===== src/rtl/mshr_pkg.sv =====
package mshr_pkg;

  // Requesters one entry can hold (the primary plus one merged load)
  localparam int unsigned MAX_TAGS = 2;

  typedef enum logic [2:0] {
    ALLOC_NONE     = 3'd0,
    ALLOC_NEW      = 3'd1,
    ALLOC_MERGE    = 3'd2,
    ALLOC_STALL    = 3'd3,
    ALLOC_CONFLICT = 3'd4
  } alloc_outcome_e;

endpackage


===== src/rtl/mshr_pick_first.sv =====
module mshr_pick_first #(
  parameter int unsigned N     = 4,
  parameter int unsigned IDX_W = (N > 1) ? $clog2(N) : 1
) (
  input  logic [N-1:0]     req_i,
  output logic             any_o,
  output logic [IDX_W-1:0] idx_o
);

  // Lowest set bit wins
  always_comb begin
    idx_o = '0;
    for (int i = N - 1; i >= 0; i--) begin
      if (req_i[i]) idx_o = IDX_W'(i);
    end
  end

  assign any_o = |req_i;

endmodule


===== src/rtl/mshr_entry.sv =====
module mshr_entry #(
  parameter int unsigned ADDR_W  = 26,
  parameter int unsigned FRAME_W = 8,
  parameter int unsigned TAG_W   = 6
) (
  input  logic               clk,
  input  logic               rst_n,
  input  logic               set_i,
  input  logic               merge_i,
  input  logic               clear_i,
  input  logic [ADDR_W-1:0]  addr_i,
  input  logic [FRAME_W-1:0] frame_i,
  input  logic [TAG_W-1:0]   tag_i,
  output logic               valid_o,
  output logic               two_o,
  output logic [ADDR_W-1:0]  addr_o,
  output logic [FRAME_W-1:0] frame_o,
  output logic [TAG_W-1:0]   tag0_o,
  output logic [TAG_W-1:0]   tag1_o
);

  logic               valid_q, valid_d;
  logic               two_q, two_d;
  logic [ADDR_W-1:0]  addr_q;
  logic [FRAME_W-1:0] frame_q;
  logic [TAG_W-1:0]   tag0_q, tag1_q;
  logic               main_en, tag1_en;

  // Next-state for the control bits
  always_comb begin
    valid_d = valid_q;
    two_d   = two_q;
    if (clear_i) begin
      valid_d = 1'b0;
      two_d   = 1'b0;
    end else if (set_i) begin
      valid_d = 1'b1;
      two_d   = 1'b0;
    end else if (merge_i) begin
      two_d   = 1'b1;
    end
  end

  assign main_en = set_i;
  assign tag1_en = merge_i;

  always_ff @(posedge clk or negedge rst_n) begin
    if (!rst_n) begin
      valid_q <= 1'b0;
      two_q   <= 1'b0;
    end else begin
      valid_q <= valid_d;
      two_q   <= two_d;
    end
  end

  // Payload registers: enabled loads, no reset needed
  always_ff @(posedge clk) begin
    if (main_en) begin
      addr_q  <= addr_i;
      frame_q <= frame_i;
      tag0_q  <= tag_i;
    end
    if (tag1_en) begin
      tag1_q <= tag_i;
    end
  end

  assign valid_o = valid_q;
  assign two_o   = two_q;
  assign addr_o  = addr_q;
  assign frame_o = frame_q;
  assign tag0_o  = tag0_q;
  assign tag1_o  = tag1_q;


  set_only_free_chk: assert property (@(posedge clk) disable iff (!rst_n)
    set_i |-> !valid_q);


  merge_only_single_chk: assert property (@(posedge clk) disable iff (!rst_n)
    merge_i |-> (valid_q && !two_q));


  two_holds_chk: assert property (@(posedge clk) disable iff (!rst_n)
    (two_q && !clear_i) |=> two_q);


  clear_only_live_chk: assert property (@(posedge clk) disable iff (!rst_n)
    clear_i |-> valid_q);

endmodule


===== src/rtl/mshr_file.sv =====
module mshr_file
  import mshr_pkg::*;
#(
  parameter int unsigned ENTRIES = 4,
  parameter int unsigned ADDR_W  = 26,
  parameter int unsigned FRAME_W = 8,
  parameter int unsigned TAG_W   = 6,
  localparam int unsigned IDX_W  = (ENTRIES > 1) ? $clog2(ENTRIES) : 1
) (
  input  logic               clk,
  input  logic               rst_n,
  input  logic               alloc_valid,
  input  logic [ADDR_W-1:0]  alloc_addr,
  input  logic [FRAME_W-1:0] alloc_frame,
  input  logic [TAG_W-1:0]   alloc_tag,
  output logic               alloc_accept,
  output logic               alloc_merged,
  output logic               alloc_stall,
  output logic               alloc_conflict,
  output logic [IDX_W-1:0]   alloc_idx,
  input  logic [ADDR_W-1:0]  lookup_addr,
  output logic               lookup_hit,
  output logic [IDX_W-1:0]   lookup_idx,
  input  logic               fill_valid,
  input  logic [IDX_W-1:0]   fill_idx,
  output logic               cmp_valid,
  output logic [ADDR_W-1:0]  cmp_addr,
  output logic [FRAME_W-1:0] cmp_frame,
  output logic [TAG_W-1:0]   cmp_tag0,
  output logic [TAG_W-1:0]   cmp_tag1,
  output logic               cmp_tag1_valid
);

  logic [ENTRIES-1:0] ent_valid, ent_two;
  logic [ADDR_W-1:0]  ent_addr  [ENTRIES];
  logic [FRAME_W-1:0] ent_frame [ENTRIES];
  logic [TAG_W-1:0]   ent_tag0  [ENTRIES];
  logic [TAG_W-1:0]   ent_tag1  [ENTRIES];

  logic [ENTRIES-1:0] addr_match, frame_match, lk_match, free_vec;
  logic [ENTRIES-1:0] set_vec, merge_vec, clear_vec;
  logic               addr_any, lk_any, free_any;
  logic [IDX_W-1:0]   match_idx, free_idx, lk_idx;
  logic               fill_live;
  alloc_outcome_e     outcome;

  // Entry storage
  for (genvar g = 0; g < ENTRIES; g++) begin : g_ent
    mshr_entry #(
      .ADDR_W (ADDR_W),
      .FRAME_W(FRAME_W),
      .TAG_W  (TAG_W)
    ) ent_i (
      .clk    (clk),
      .rst_n  (rst_n),
      .set_i  (set_vec[g]),
      .merge_i(merge_vec[g]),
      .clear_i(clear_vec[g]),
      .addr_i (alloc_addr),
      .frame_i(alloc_frame),
      .tag_i  (alloc_tag),
      .valid_o(ent_valid[g]),
      .two_o  (ent_two[g]),
      .addr_o (ent_addr[g]),
      .frame_o(ent_frame[g]),
      .tag0_o (ent_tag0[g]),
      .tag1_o (ent_tag1[g])
    );

    assign addr_match[g]  = ent_valid[g] && (ent_addr[g] == alloc_addr);
    assign frame_match[g] = ent_valid[g] && (ent_frame[g] == alloc_frame);
    assign lk_match[g]    = ent_valid[g] && (ent_addr[g] == lookup_addr);
    assign free_vec[g]    = !ent_valid[g];

    assign set_vec[g]   = (outcome == ALLOC_NEW)   && (free_idx  == IDX_W'(g));
    assign merge_vec[g] = (outcome == ALLOC_MERGE) && (match_idx == IDX_W'(g));
    assign clear_vec[g] = fill_live && (fill_idx == IDX_W'(g));
  end

  // Searches over live entries
  mshr_pick_first #(.N(ENTRIES), .IDX_W(IDX_W)) addr_pick_i (
    .req_i(addr_match), .any_o(addr_any), .idx_o(match_idx));
  mshr_pick_first #(.N(ENTRIES), .IDX_W(IDX_W)) free_pick_i (
    .req_i(free_vec),   .any_o(free_any), .idx_o(free_idx));
  mshr_pick_first #(.N(ENTRIES), .IDX_W(IDX_W)) look_pick_i (
    .req_i(lk_match),   .any_o(lk_any),   .idx_o(lk_idx));

  assign fill_live = fill_valid && ent_valid[fill_idx];

  // Allocation decision: address match first, then frame clash, then room
  always_comb begin
    outcome = ALLOC_NONE;
    if (alloc_valid) begin
      if (addr_any) begin
        if (ent_two[match_idx] || (fill_live && (fill_idx == match_idx)))
          outcome = ALLOC_STALL;
        else
          outcome = ALLOC_MERGE;
      end else if (|frame_match) begin
        outcome = ALLOC_CONFLICT;
      end else if (!free_any) begin
        outcome = ALLOC_STALL;
      end else begin
        outcome = ALLOC_NEW;
      end
    end
  end

  assign alloc_accept   = (outcome == ALLOC_NEW) || (outcome == ALLOC_MERGE);
  assign alloc_merged   = (outcome == ALLOC_MERGE);
  assign alloc_stall    = (outcome == ALLOC_STALL);
  assign alloc_conflict = (outcome == ALLOC_CONFLICT);
  assign alloc_idx      = (outcome == ALLOC_MERGE) ? match_idx : free_idx;

  assign lookup_hit = lk_any;
  assign lookup_idx = lk_idx;

  // Completion, same cycle as the fill
  assign cmp_valid      = fill_live;
  assign cmp_addr       = fill_live ? ent_addr[fill_idx]  : '0;
  assign cmp_frame      = fill_live ? ent_frame[fill_idx] : '0;
  assign cmp_tag0       = fill_live ? ent_tag0[fill_idx]  : '0;
  assign cmp_tag1       = (fill_live && ent_two[fill_idx]) ? ent_tag1[fill_idx] : '0;
  assign cmp_tag1_valid = fill_live && ent_two[fill_idx];

  // Pairwise invariants over live entries
  for (genvar i = 0; i < ENTRIES; i++) begin : g_pa
    for (genvar j = i + 1; j < ENTRIES; j++) begin : g_pb

      frame_unique_chk: assert property (@(posedge clk) disable iff (!rst_n)
        (ent_valid[i] && ent_valid[j]) |-> (ent_frame[i] != ent_frame[j]));

      addr_unique_chk: assert property (@(posedge clk) disable iff (!rst_n)
        (ent_valid[i] && ent_valid[j]) |-> (ent_addr[i] != ent_addr[j]));
    end
  end


  refused_keeps_chk: assert property (@(posedge clk) disable iff (!rst_n)
    (alloc_valid && !alloc_accept && !fill_valid) |=> $stable(ent_valid));


  freed_after_fill_chk: assert property (@(posedge clk) disable iff (!rst_n)
    cmp_valid |=> !ent_valid[$past(fill_idx)]);


  new_grows_chk: assert property (@(posedge clk) disable iff (!rst_n)
    (alloc_accept && !alloc_merged && !cmp_valid) |=>
      ($countones(ent_valid) == $countones($past(ent_valid)) + 1));


  verdict_onehot_chk: assert property (@(posedge clk) disable iff (!rst_n)
    $onehot0({alloc_accept, alloc_stall, alloc_conflict}));

endmodule


===== config.mk =====
export PLATFORM = sky130hd
export DESIGN_NAME = mshr_file
export DESIGN_NICKNAME = d
export VERILOG_FILES = /design/src/rtl/mshr_pkg.sv /design/src/rtl/mshr_pick_first.sv /design/src/rtl/mshr_entry.sv /design/src/rtl/mshr_file.sv
export SDC_FILE = /design/constraint.sdc
export NUM_CORES = 1
export LEC_CHECK = 0
export BUFFER_PORTS_ARGS = -buffer_cell sky130_fd_sc_hd__buf_4
export CAP_MARGIN = 20
export CORE_MARGIN = 2
export CORE_UTILIZATION = 55
export CTS_CLUSTER_SIZE = 10
export DETAILED_ROUTE_END_ITERATION = 7
export PLACE_DENSITY = 0.76
export SLEW_MARGIN = 15
export SYNTH_ARGS = -nofsm -noshare
export SYNTH_HDL_FRONTEND = slang
export SYNTH_HIERARCHICAL = 1
export SYNTH_SLANG_ARGS = --single-unit

===== constraint.sdc =====
create_clock -name clk -period 11.78 [get_ports clk]
set_clock_uncertainty 0.2 [all_clocks]
set_input_delay 2.356 -clock clk [delete_from_list [all_inputs] [get_ports clk]]
set_output_delay 2.356 -clock clk [all_outputs]
set_load 0.05 [all_outputs]

======== After elaboration in Yosys (flattened, before gate mapping) ========
Cells that the tools add are included.
cells by class
  magnitude comparators ................... 3
  equality and inequality tests ........... 26
  muxes and demuxes ....................... 60
  bitwise gates (word level) .............. 1
  reductions and logical operators ........ 48
operator list
  cell                                                                   count
  26-bit == test                                                         8
  26-bit two-way mux                                                     3
  26-bit binary-select mux with 2-bit select                             1
  6-bit two-way mux                                                      6
  8-bit == test                                                          4
  2-bit two-way mux                                                      14
  1-bit logical AND                                                      27
  6-bit binary-select mux with 2-bit select                              2
  1-bit two-way mux                                                      24
  8-bit two-way mux                                                      3
  8-bit binary-select mux with 2-bit select                              1
  4-bit OR reduction                                                     4
  2-bit == test (second input constant)                                  6
  3-bit nonzero test                                                     4
  3-bit two-way mux                                                      3
  2-bit nonzero test                                                     4
  1-bit binary-select mux with 2-bit select                              3
  2-bit by 1-bit == test with 1-bit output (second input constant)       3
  3-bit by 2-bit == test with 1-bit output (second input constant)       2
  2-bit logical NOT                                                      3
  2-bit by 3-bit < comparator with 1-bit output (second input constant)  2
  1-bit logical NOT                                                      4
  3-bit by 1-bit == test with 1-bit output (second input constant)       1
  3-bit == test (second input constant)                                  1
  4 further kinds                                                        5
storage, ports and cells
  flip-flop bits (word level) ............. 192
  input bits .............................. 72

======== Depth between registers and ports, before layout ========
Gate-level depths: netlist of run 1.
  depth after elaboration ................. 17
  mapped depth ............................ 16
  depth with buffers taken out ............ 13

======== Cells and area by module ========
The synthesis of run 1 kept the hierarchy.
modules (own cells, without submodules)
  module           instances  cells each  area an instance (um^2)  sequential area each (um^2)
  mshr_entry       4          52          1452.6                   1431.4
  mshr_file        1          520         4508.1                   0.0
  mshr_pick_first  3          7           35.0                     0.0

======== Worst setup path after synthesis of run 1 ========
OpenSTA, ideal clock, no wires.
  path kind ............................... input -> register
  start point ............................. in alloc_frame[7]
  end point ............................... reg g_ent[1].ent_i.addr_q[0], enable pin
  arrival ................................. 7.841 ns
  data required time ...................... 11.019 ns
  path slack .............................. 3.178 ns
  cell stages on the path ................. 7
  path buffers ............................ 2
  path through ............................ clkbuf_1 > xnor2_1 > nand3_1 > nor3_1 > or4_1 > clkbuf_1 > nor4b_1
between the ends
  longest elaborated chain between the ends .. 8
  elaborated cells between the ends (all ways) .. 14
  classes of those cells .................. eq/ne (5); mux (3); reduce/logical (6)
RTL lines
  item                                          RTL line          source
  start: declaration                            mshr_file.sv:14   input logic [FRAME_W-1:0] alloc_frame,
  8-bit == test                                 mshr_file.sv:71   assign frame_match[g] = ent_valid[g] && (ent_frame[g] == alloc_frame);
  1-bit logical AND                             mshr_file.sv:71
  4-bit OR reduction (*)                        mshr_file.sv:99   end else if (|frame_match) begin
  3-bit two-way mux (*)                         mshr_file.sv:99
  3-bit two-way mux (*)                         mshr_file.sv:94   if (addr_any) begin
  3-bit two-way mux (*)                         mshr_file.sv:93   if (alloc_valid) begin
  3-bit by 1-bit == test with 1-bit output (*)  mshr_file.sv:75   assign set_vec[g] = (outcome == ALLOC_NEW) && (free_idx == IDX_W'(g));
  1-bit logical AND (*)                         mshr_file.sv:75
  via set_vec[1]                                mshr_file.sv:41   logic [ENTRIES-1:0] set_vec, merge_vec, clear_vec;
  end signal: assignment                        mshr_entry.sv:60  addr_q <= addr_i;
  end: declaration                              mshr_entry.sv:24  logic [ADDR_W-1:0] addr_q;
Mark *: on every way through the listed nets, which the timed path passes. The rest lies on a longest branch.
A chain may end at the register's enable or synchronous reset.

======== Worst setup path in the final report of run 1 ========
  start point ............................. in alloc_addr[25]
  end point ............................... out alloc_idx[0]
between the ends
  longest elaborated chain between the ends .. 14
  elaborated cells between the ends (all ways) .. 23
  classes of those cells .................. eq/ne (6); mux (10); reduce/logical (7)
RTL lines
  item                                                                                 RTL line               source
  start: declaration                                                                   mshr_file.sv:13        input logic [ADDR_W-1:0] alloc_addr,
  26-bit == test (*)                                                                   mshr_file.sv:70        assign addr_match[g] = ent_valid[g] && (ent_addr[g] == alloc_addr);
  1-bit logical AND (*)                                                                mshr_file.sv:70
  via addr_match[3]                                                                    mshr_file.sv:40        logic [ENTRIES-1:0] addr_match, frame_match, lk_match, free_vec;
  2-bit two-way mux (*) (4 in series)                                                  mshr_pick_first.sv:14  if (req_i[i]) idx_o = IDX_W'(i);
  via match_idx[1]                                                                     mshr_file.sv:43        logic [IDX_W-1:0] match_idx, free_idx, lk_idx;
  1-bit binary-select mux with 2-bit select / 2-bit == test (equally long branches)    mshr_file.sv:95        if (ent_two[match_idx] || (fill_live && (fill_idx == match_idx)))
  1-bit two-way mux (not written as such) / 1-bit logical AND (equally long branches)  mshr_file.sv:95
  1-bit logical OR (*)                                                                 mshr_file.sv:95
  1-bit two-way mux (*)                                                                mshr_file.sv:95
  3-bit two-way mux (*)                                                                mshr_file.sv:94
  3-bit two-way mux (*)                                                                mshr_file.sv:93
  3-bit by 2-bit == test with 1-bit output (*)                                         mshr_file.sv:113       assign alloc_idx = (outcome == ALLOC_MERGE) ? match_idx : free_idx;
  2-bit two-way mux (*)                                                                mshr_file.sv:113
  end: declaration                                                                     mshr_file.sv:20        output logic [IDX_W-1:0] alloc_idx,
Mark *: on every way through the listed nets, which the timed path passes. The rest lies on a longest branch. The select of a mux whose other input is x is not followed.

==> results of run 1 <==
==> metrics by stage <==
stage / worst slack, ps / area, sq um / hold WS [ps] / util, %
2_1_floorplan: 3180 / 10400 / 308 / -
3_3_place_gp: 3340 / 11600 / 343 / 62.1
3_5_place_dp: 3270 / 11600 / 351 / 62.1
4_1_cts: 3250 / 12200 / 372 / 65.6
5_1_grt: 3030 / 12200 / 410 / 65.7
6_report: 3180 / 12200 / 369 / 65.7
==> kinds of logic after synthesis <==
family / count (synthesis)
AOI/OAI and AO/OA: 6
xor gates and xnor gates: 242
buffers and inverters: 54
DFF: 192
muxes: 51
and+or+nand+nor: 204
==> worst max-delay path: stages <==
cell     delay [ps]
buf_4           160
xor2_1          220
nor4_1          480
nand4_1         140
nor4_1          400
nor2_1          100
nor3_1          720
mux4_2          410
a31o_1          210
or2_1           320
mux2_4          330
buf_4           190
==> final cells by class <==
cell class | count | area, sq um
tap | 234 | 293
fill | 1389 | 6400
inverter | 12 | 45.0
timing repair buffer | 138 | 1030
clock buffer | 17 | 425
sequential | 192 | 5730
clock inverter | 15 | 224
multi-input combinational | 503 | 4500
==> path summary, 6_finish.rpt <==
kind / startpoint / end / slack [ps] / cells past startpoint
worst max-delay path: alloc_addr[25] / alloc_idx[0] / 3180 / 12
worst min-delay path: g_ent[0].ent_i/two_o / g_ent[0].ent_i/two_o / 370 / 2
worst max register to register: g_ent[1].ent_i/addr_o[16] / g_ent[0].ent_i/tag1_o[3] / 7150 / 11
worst min register to register: g_ent[0].ent_i/two_o / g_ent[0].ent_i/two_o / 370 / 2
max in group asynchronous: rst_n / g_ent[1].ent_i/valid_o / 9740 / 1
min in group asynchronous: rst_n / g_ent[2].ent_i/valid_o / 1500 / 1
==> power by group through the flow <==
stage               clock network, mW  logic, mW  registers [mW]
floorplan                           0      0.513            1.04
global placement                    0      0.804            1.04
detailed placement                  0      0.805            1.05
CTS                             0.633      0.810            1.04
global route                    0.658      0.850            1.05
finish                          0.628      0.811            1.04
==> sequential cells by signal, summed over array words and instances (netlist names) <==
signal / cells
g_ent.ent_i/addr_o: 104
g_ent.ent_i/frame_o: 32
g_ent.ent_i/tag0_o: 24
g_ent.ent_i/tag1_o: 24
g_ent.ent_i/two_o: 4
g_ent.ent_i/valid_o: 4
==> placed cells by master, fill, tap and decap left out, types with 6 or more instances in the layout <==
| master | n |
|---|---|
| nor3_1 | 14 |
| mux4_2 | 49 |
| buf_4 | 136 |
| nand4_1 | 32 |
| inv_1 | 11 |
| edfxtp_1 | 184 |
| and3_1 | 49 |
| clkbuf_16 | 17 |
| nand2_1 | 15 |
| nor2_1 | 19 |
| xor2_1 | 120 |
| nand3_1 | 16 |
| nor4_1 | 41 |
| inv_12 | 6 |
| xnor2_1 | 122 |
| dfrtp_1 | 8 |
==> synthesized netlist by cell type, drive strengths merged <==
library cell	number	share of area, %
mux2	1	0.14
nand3	16	0.77
o21ai	1	0.048
xnor2	122	10
or2	1	0.060
and3b	1	0.084
nor3	19	1.1
a21oi	3	0.25
xor2	120	10
nand2b	3	0.18
nand4	32	1.9
mux2i	1	0.096
buf	7	0.44
nor4b	1	0.084
nand2	16	0.60
clkbuf	35	1.3
mux4	49	11
inv	12	0.43
and3	49	2.9
dfrtp	8	1.9
nor2	19	0.68
nor4	43	2.6
a32o	1	0.096
a31o	1	0.084
edfxtp	184	53
nand3b	1	0.072
or4	1	0.072
nor3b	2	0.14
==> routing by layer <==
metal / up-vias / share of wire [%] / global-route usage (%)
met3: 49 / 6.3 / 4.89
met5: - / 0 / 0
met4: 0 / 3.5 / 12.6
li1: 3035 / - / -
met1: 3481 / 39 / 41.5
met2: 320 / 51 / 52.6
==> summary.txt, run 1 <==
Synthesis
  • Syn. warnings: 6
  • Synth Instances: 749
  • Mapped Area: 10400 sq um
  • Avg Cell Area, Syn: 13.9 sq um
  • Post-synthesis sequential area ratio: 54.9%
  • Main combinational cell family by area after synthesis: XOR/XNOR gates
  • Synth Area in XOR/XNOR: 20.3%
  • Post-synthesis cell type count: 33
  • Compound-Gate Fraction of Synth Area: 0.480%
  • Mux share of post-synthesis cell area: 10.8%
  • Simple-gate share of the synthesized area: 11.3%
  • Post-synthesis adder-cell area fraction: 0%
  • Register bit total from synthesis: 192
  • Syn_nets: 821

Pwr
  • Psw: 0.972 mW
  • Clk network pwr share: 25.3%
  • P_leak: 4.43 nW
  • Switching Share: 39.2%
  • Internal Power: 1.51 mW
  • Final Power: 2.48 mW
  • Max VDD drop: 172 uV
  • Combinational fraction of design power: 32.7%
  • PwrDens: 203 nW/um^2
  • Seq pwr share: 42.0%

Cells and area
  • N_diodes: 0
  • Area grow syn2layout: 17.5%
  • Final std cells w/o fill: 1111
  • Layout Nets: 936
  • Layout cell share with drive strength beyond 1: 26.6%

Setup path
  • Critical path class: in -> out
  • CP Max Fanout: 8
  • Worst EP required: 9220 ps
  • Crit. End Element: output port
  • Crit path DAT: 6050 ps
  • Setup crit start kind: input pin

Timing
  • # setup viols final: 0
  • Final critical-path required period: 8600 ps
  • Worst-margin pin slew: 972 ps
  • Slew Limit Fails: 0
  • Slew HR: 35.2%
  • RSZ-0062 raised after global routing: no
  • Post-route clock period utilization: 73.0%
  • FMAX: 0.116 GHz
  • Setup_tns: 0 ps
  • Hold Vio Cnt, Final: 0

CTS
  • Root buf cell: clkbuf_16
  • CTS buffer count: 17
  • TritonCTS clock tree: built
  • Clock latency on the worst-skew pair: 460 ps
  • Post-CTS setup buffers: 0
  • Cts repair resizes: 0
  • Clk buf depth: 2
  • Clk slew on worst S/H paths: 90 ps
  • Post-cts hold buffer count: 0
  • Clk sinks: 192
  • H-Tree Depth: 4

Placed design
  • Routability cong.: 1.01
  • DP Wirelength: 22.1 mm
  • # port buffers: 128
  • Cells after DPL: 1077

Floorplan
  • Die Footprint: 20100 sq um
  • Die width: 142 um
  • Vert. Die Dim: 142 um
  • Placeable Area: 18600 sq um
  • # rows: 50
  • Starting Density: 55.9%
  • I/O pins: 129

Global route
  • GRT Util Overall: 31.4%
  • First-pass GRT wire length: 45.2 mm
  • Vias in the first global route: 7060
  • Initial antenna violation count: 0
  • Largest net degree at the start of global routing: 54
  • Total grt overflow: 0

Route
  • Post-DRT Antenna Nets: 0
  • DRC: 0
  • Routed vias/inst: 6.20
  • Detailed Routing Iterations Pass 1: 5
  • Via count: 6885
  • Number of DRC markers in iteration 0: 542
  • WL final: 30.6 mm
  • WL/cell: 27.5 um

Status
  • Status: completed

Job
  • Max_cap viols: 0

Min path
  • Hold WC Path Type: reg -> reg
Power figures use the tool's default switching activity.
==> inputs of run 2 (changes only) <==
Settings changed: CORE_UTILIZATION 55 to 53, PLACE_DENSITY 0.76 to 0.77.
Clock period 11.78 ns to 7.4 ns, I/O delays scaled along.
==> run 2 against run 1 <==
Register-to-register slack worse by 4300 ps. Via count fell by 0.16%. Total power rose by 57%. Design area rose by 0.52%. Sequential share of layout area fell by 0.24 points. Flip-flop and latch count unchanged. Count of clock-buffer cells in the layout unchanged. Sequential power grew 59%. First-iteration DRC count rose by 9.0%. Critical path type unchanged. Critical endpoint unchanged. Largest power group unchanged. Highest routed layer unchanged.
==> summary.txt, run 2 (synthesized netlist as in run 1, its figures left out) <==
Timing
  • Worst-margin pin slew: 927 ps (was 972 ps)
  • Final critical-path required period: 6820 ps
  • Post-route clock period utilization: 92.2%
  • Final worst-path setup slack: 576 ps (was 3180 ps)
  • FMAX: 0.147 GHz
  • WHS: 390 ps (was 369 ps)
  • Setup_tns: 0 ps (unchanged)
  • # setup viols final: 0 (unchanged)
  • Hold Vio Cnt, Final: 0 (unchanged)
  • Slew Limit Fails: 0 (unchanged)
  • Slew HR: 37.9% (was 35.2%)
  • RSZ-0062 raised after global routing: no (unchanged)

Setup path
  • CP peak stage delay: 580 ps (was 720 ps)
  • RR Endpoint: g_ent[1].ent_i/tag1_o[5] (was g_ent[0].ent_i/tag1_o[3])
  • Flop2flop setup slack: 2810 ps (was 7150 ps)
  • Buf/Inv on CP: 3 (was 2)
  • Setup crit start kind: input pin (unchanged)
  • Critical path class: in -> out (unchanged)
  • CP cell instances: buf_4, xor2_1, nor4_1, nand4_1, nor4_1, inv_1, a21oi_2, mux4_2, a31o_1, or2_1, mux2_4, buf_4 (was buf_4, xor2_1, nor4_1, nand4_1, nor4_1, nor2_1, nor3_1, mux4_2, a31o_1, or2_1, mux2_4, buf_4)
  • CP Max Fanout: 8 (unchanged)
  • Crit path DAT: 5140 ps (was 6050 ps)
  • Reg2Reg Depth: 11 (unchanged)
  • Worst EP required: 5720 ps (was 9220 ps)
  • Slowest-stage cell, CP: nor4_1 (was nor3_1)
  • Worst r2r src: g_ent[1].ent_i/addr_o[20] (was g_ent[1].ent_i/addr_o[16])
  • Critical path's top delay family: simple AND/OR/NAND/NOR gates (unchanged)
  • Crit. End Element: output port (unchanged)

CTS
  • Clk sinks: 192 (unchanged)
  • TritonCTS clock tree: built (unchanged)
  • Root buf cell: clkbuf_16 (unchanged)
  • Cts repair resizes: 0 (unchanged)
  • Post-cts hold buffer count: 0 (unchanged)
  • Clk buf depth: 2 (unchanged)
  • Post-CTS setup buffers: 0 (unchanged)
  • Clk slew on worst S/H paths: 80 ps (was 90 ps)
  • CTS buffer count: 17 (unchanged)
  • H-Tree Depth: 4 (unchanged)
  • Clock latency on the worst-skew pair: 450 ps (was 460 ps)

Cells and area
  • Layout Nets: 938 (was 936)
  • Final instance area: 12300 sq um (was 12200 sq um)
  • Area grow syn2layout: 18.1% (was 17.5%)
  • Layout cell share with drive strength beyond 1: 26.7% (was 26.6%)
  • Max reg flops: 104 (unchanged)
  • N_diodes: 0 (unchanged)
  • Most frequent cells in the layout: edfxtp_1, buf_4, xnor2_1 (unchanged)
  • Commonest non-fill, non-tap cell in the layout: edfxtp_1 (unchanged)

Min path
  • Worst hold path startpoint: g_ent[1].ent_i/two_o (was g_ent[0].ent_i/two_o)
  • Hold WC Path Type: reg -> reg (unchanged)
  • Worst hold endpoint: g_ent[1].ent_i/two_o (was g_ent[0].ent_i/two_o)
  • Hold path depth: 2 (unchanged)

Route
  • WL/cell: 25.0 um (was 27.5 um)
  • Number of DRC markers in iteration 0: 591 (was 542)
  • Via count: 6874 (was 6885)
  • Routed vias/inst: 6.01 (was 6.20)
  • DRC: 0 (unchanged)
  • Detailed Routing Iterations Pass 1: 5 (unchanged)
  • Post-DRT Antenna Nets: 0 (unchanged)
  • WL final: 28.6 mm (was 30.6 mm)

Floorplan
  • Die width: 144 um (was 142 um)
  • I/O pins: 129 (unchanged)
  • Die Footprint: 20800 sq um (was 20100 sq um)
  • # rows: 51 (was 50)
  • Vert. Die Dim: 144 um (was 142 um)
  • Placeable Area: 19400 sq um (was 18600 sq um)
  • Starting Density: 53.7% (was 55.9%)

Global route
  • GRT Util Overall: 28.6% (was 31.4%)
  • Initial antenna violation count: 0 (unchanged)
  • Total grt overflow: 0 (unchanged)
  • Largest net degree at the start of global routing: 53 (was 54)
  • First-pass GRT wire length: 42.0 mm (was 45.2 mm)
  • Vias in the first global route: 6778 (was 7060)

Status
  • Status: completed (unchanged)

Pwr
  • P_leak: 4.43 nW (about the same)
  • Max VDD drop: 277 uV (was 172 uV)
  • PwrDens: 316 nW/um^2 (was 203 nW/um^2)

Placed design
  • # port buffers: 128 (unchanged)
  • DP Wirelength: 20.7 mm (was 22.1 mm)
  • Cell Area, Placed: 11700 sq um (was 11600 sq um)
  • Routability cong.: 0.996 (was 1.01)
  • Worst slack, placed: 652 ps (was 3270 ps)

Job
  • Max_cap viols: 0 (unchanged)
## run 2: cell count changes in the layout (fill, tap and decap cells not counted), sizes merged
cell    previous run  this run
buf              138       140
inv               24        21
clkinv             3         6
## run 2: worst min-delay path: cells and delay by family, from the launching register on
| family | cells | cell delay, ps |
|---|---|---|
| flip-flops | 1 | 390 |
| AND/OR/NAND/NOR | 2 | 160 |
## run 2: per-stage QoR
| step | util, % | power, mW | std cells |
|---|---|---|---|
| after floorplan | - | 2.46 | 749 |
| after global placement | 60.1 | 2.93 | 1111 |
| after detailed placement | 60.1 | 2.94 | 1112 |
| after CTS | 63.4 | 3.90 | 1144 |
| after global routing | 63.4 | 4.04 | 1144 |
| final | 63.4 | 3.89 | 1144 |
## run 2: where the power goes
part	total [mW]	leakage (nW)	switching, mW	internal (mW)
sequential	1.65	1.78	0.182	1.47
combinational	1.27	2.34	0.820	0.454
clock	0.969	0.307	0.494	0.475
total	3.89	4.43	1.50	2.40
## run 2: cell type report
type | instances | area [sq um]
Sequential cell | 192 | 5730
Clock buffer | 17 | 425
Fill cell | 1470 | 7090
Multi-Input combinational cell | 503 | 4510
Clock inverter | 15 | 216
Inverter | 12 | 45.0
Timing Repair Buffer | 140 | 1050
Tap cell | 265 | 332
## run 2: worst max-delay path by stage
stage | from | endpoint | slack [ps] | depth (start not counted)
floorplan | alloc_frame[7] | g_ent[0].ent_i/addr_o[0] | 50 | 7
global placement | alloc_addr[20] | alloc_idx[0] | 740 | 12
detailed placement | alloc_addr[20] | alloc_idx[0] | 650 | 12
CTS | alloc_addr[20] | alloc_idx[0] | 640 | 12
global route | alloc_addr[20] | alloc_idx[0] | 340 | 12
finish | alloc_addr[20] | alloc_idx[0] | 580 | 12
## run 2: per-layer routing
metal	routed length, um	part of all wire (%)	track usage, %
met5	0	0	0
met1	11400	40	37.7
met4	1060	3.7	11.2
met2	14100	49	47.0
met3	2060	7.2	5.73
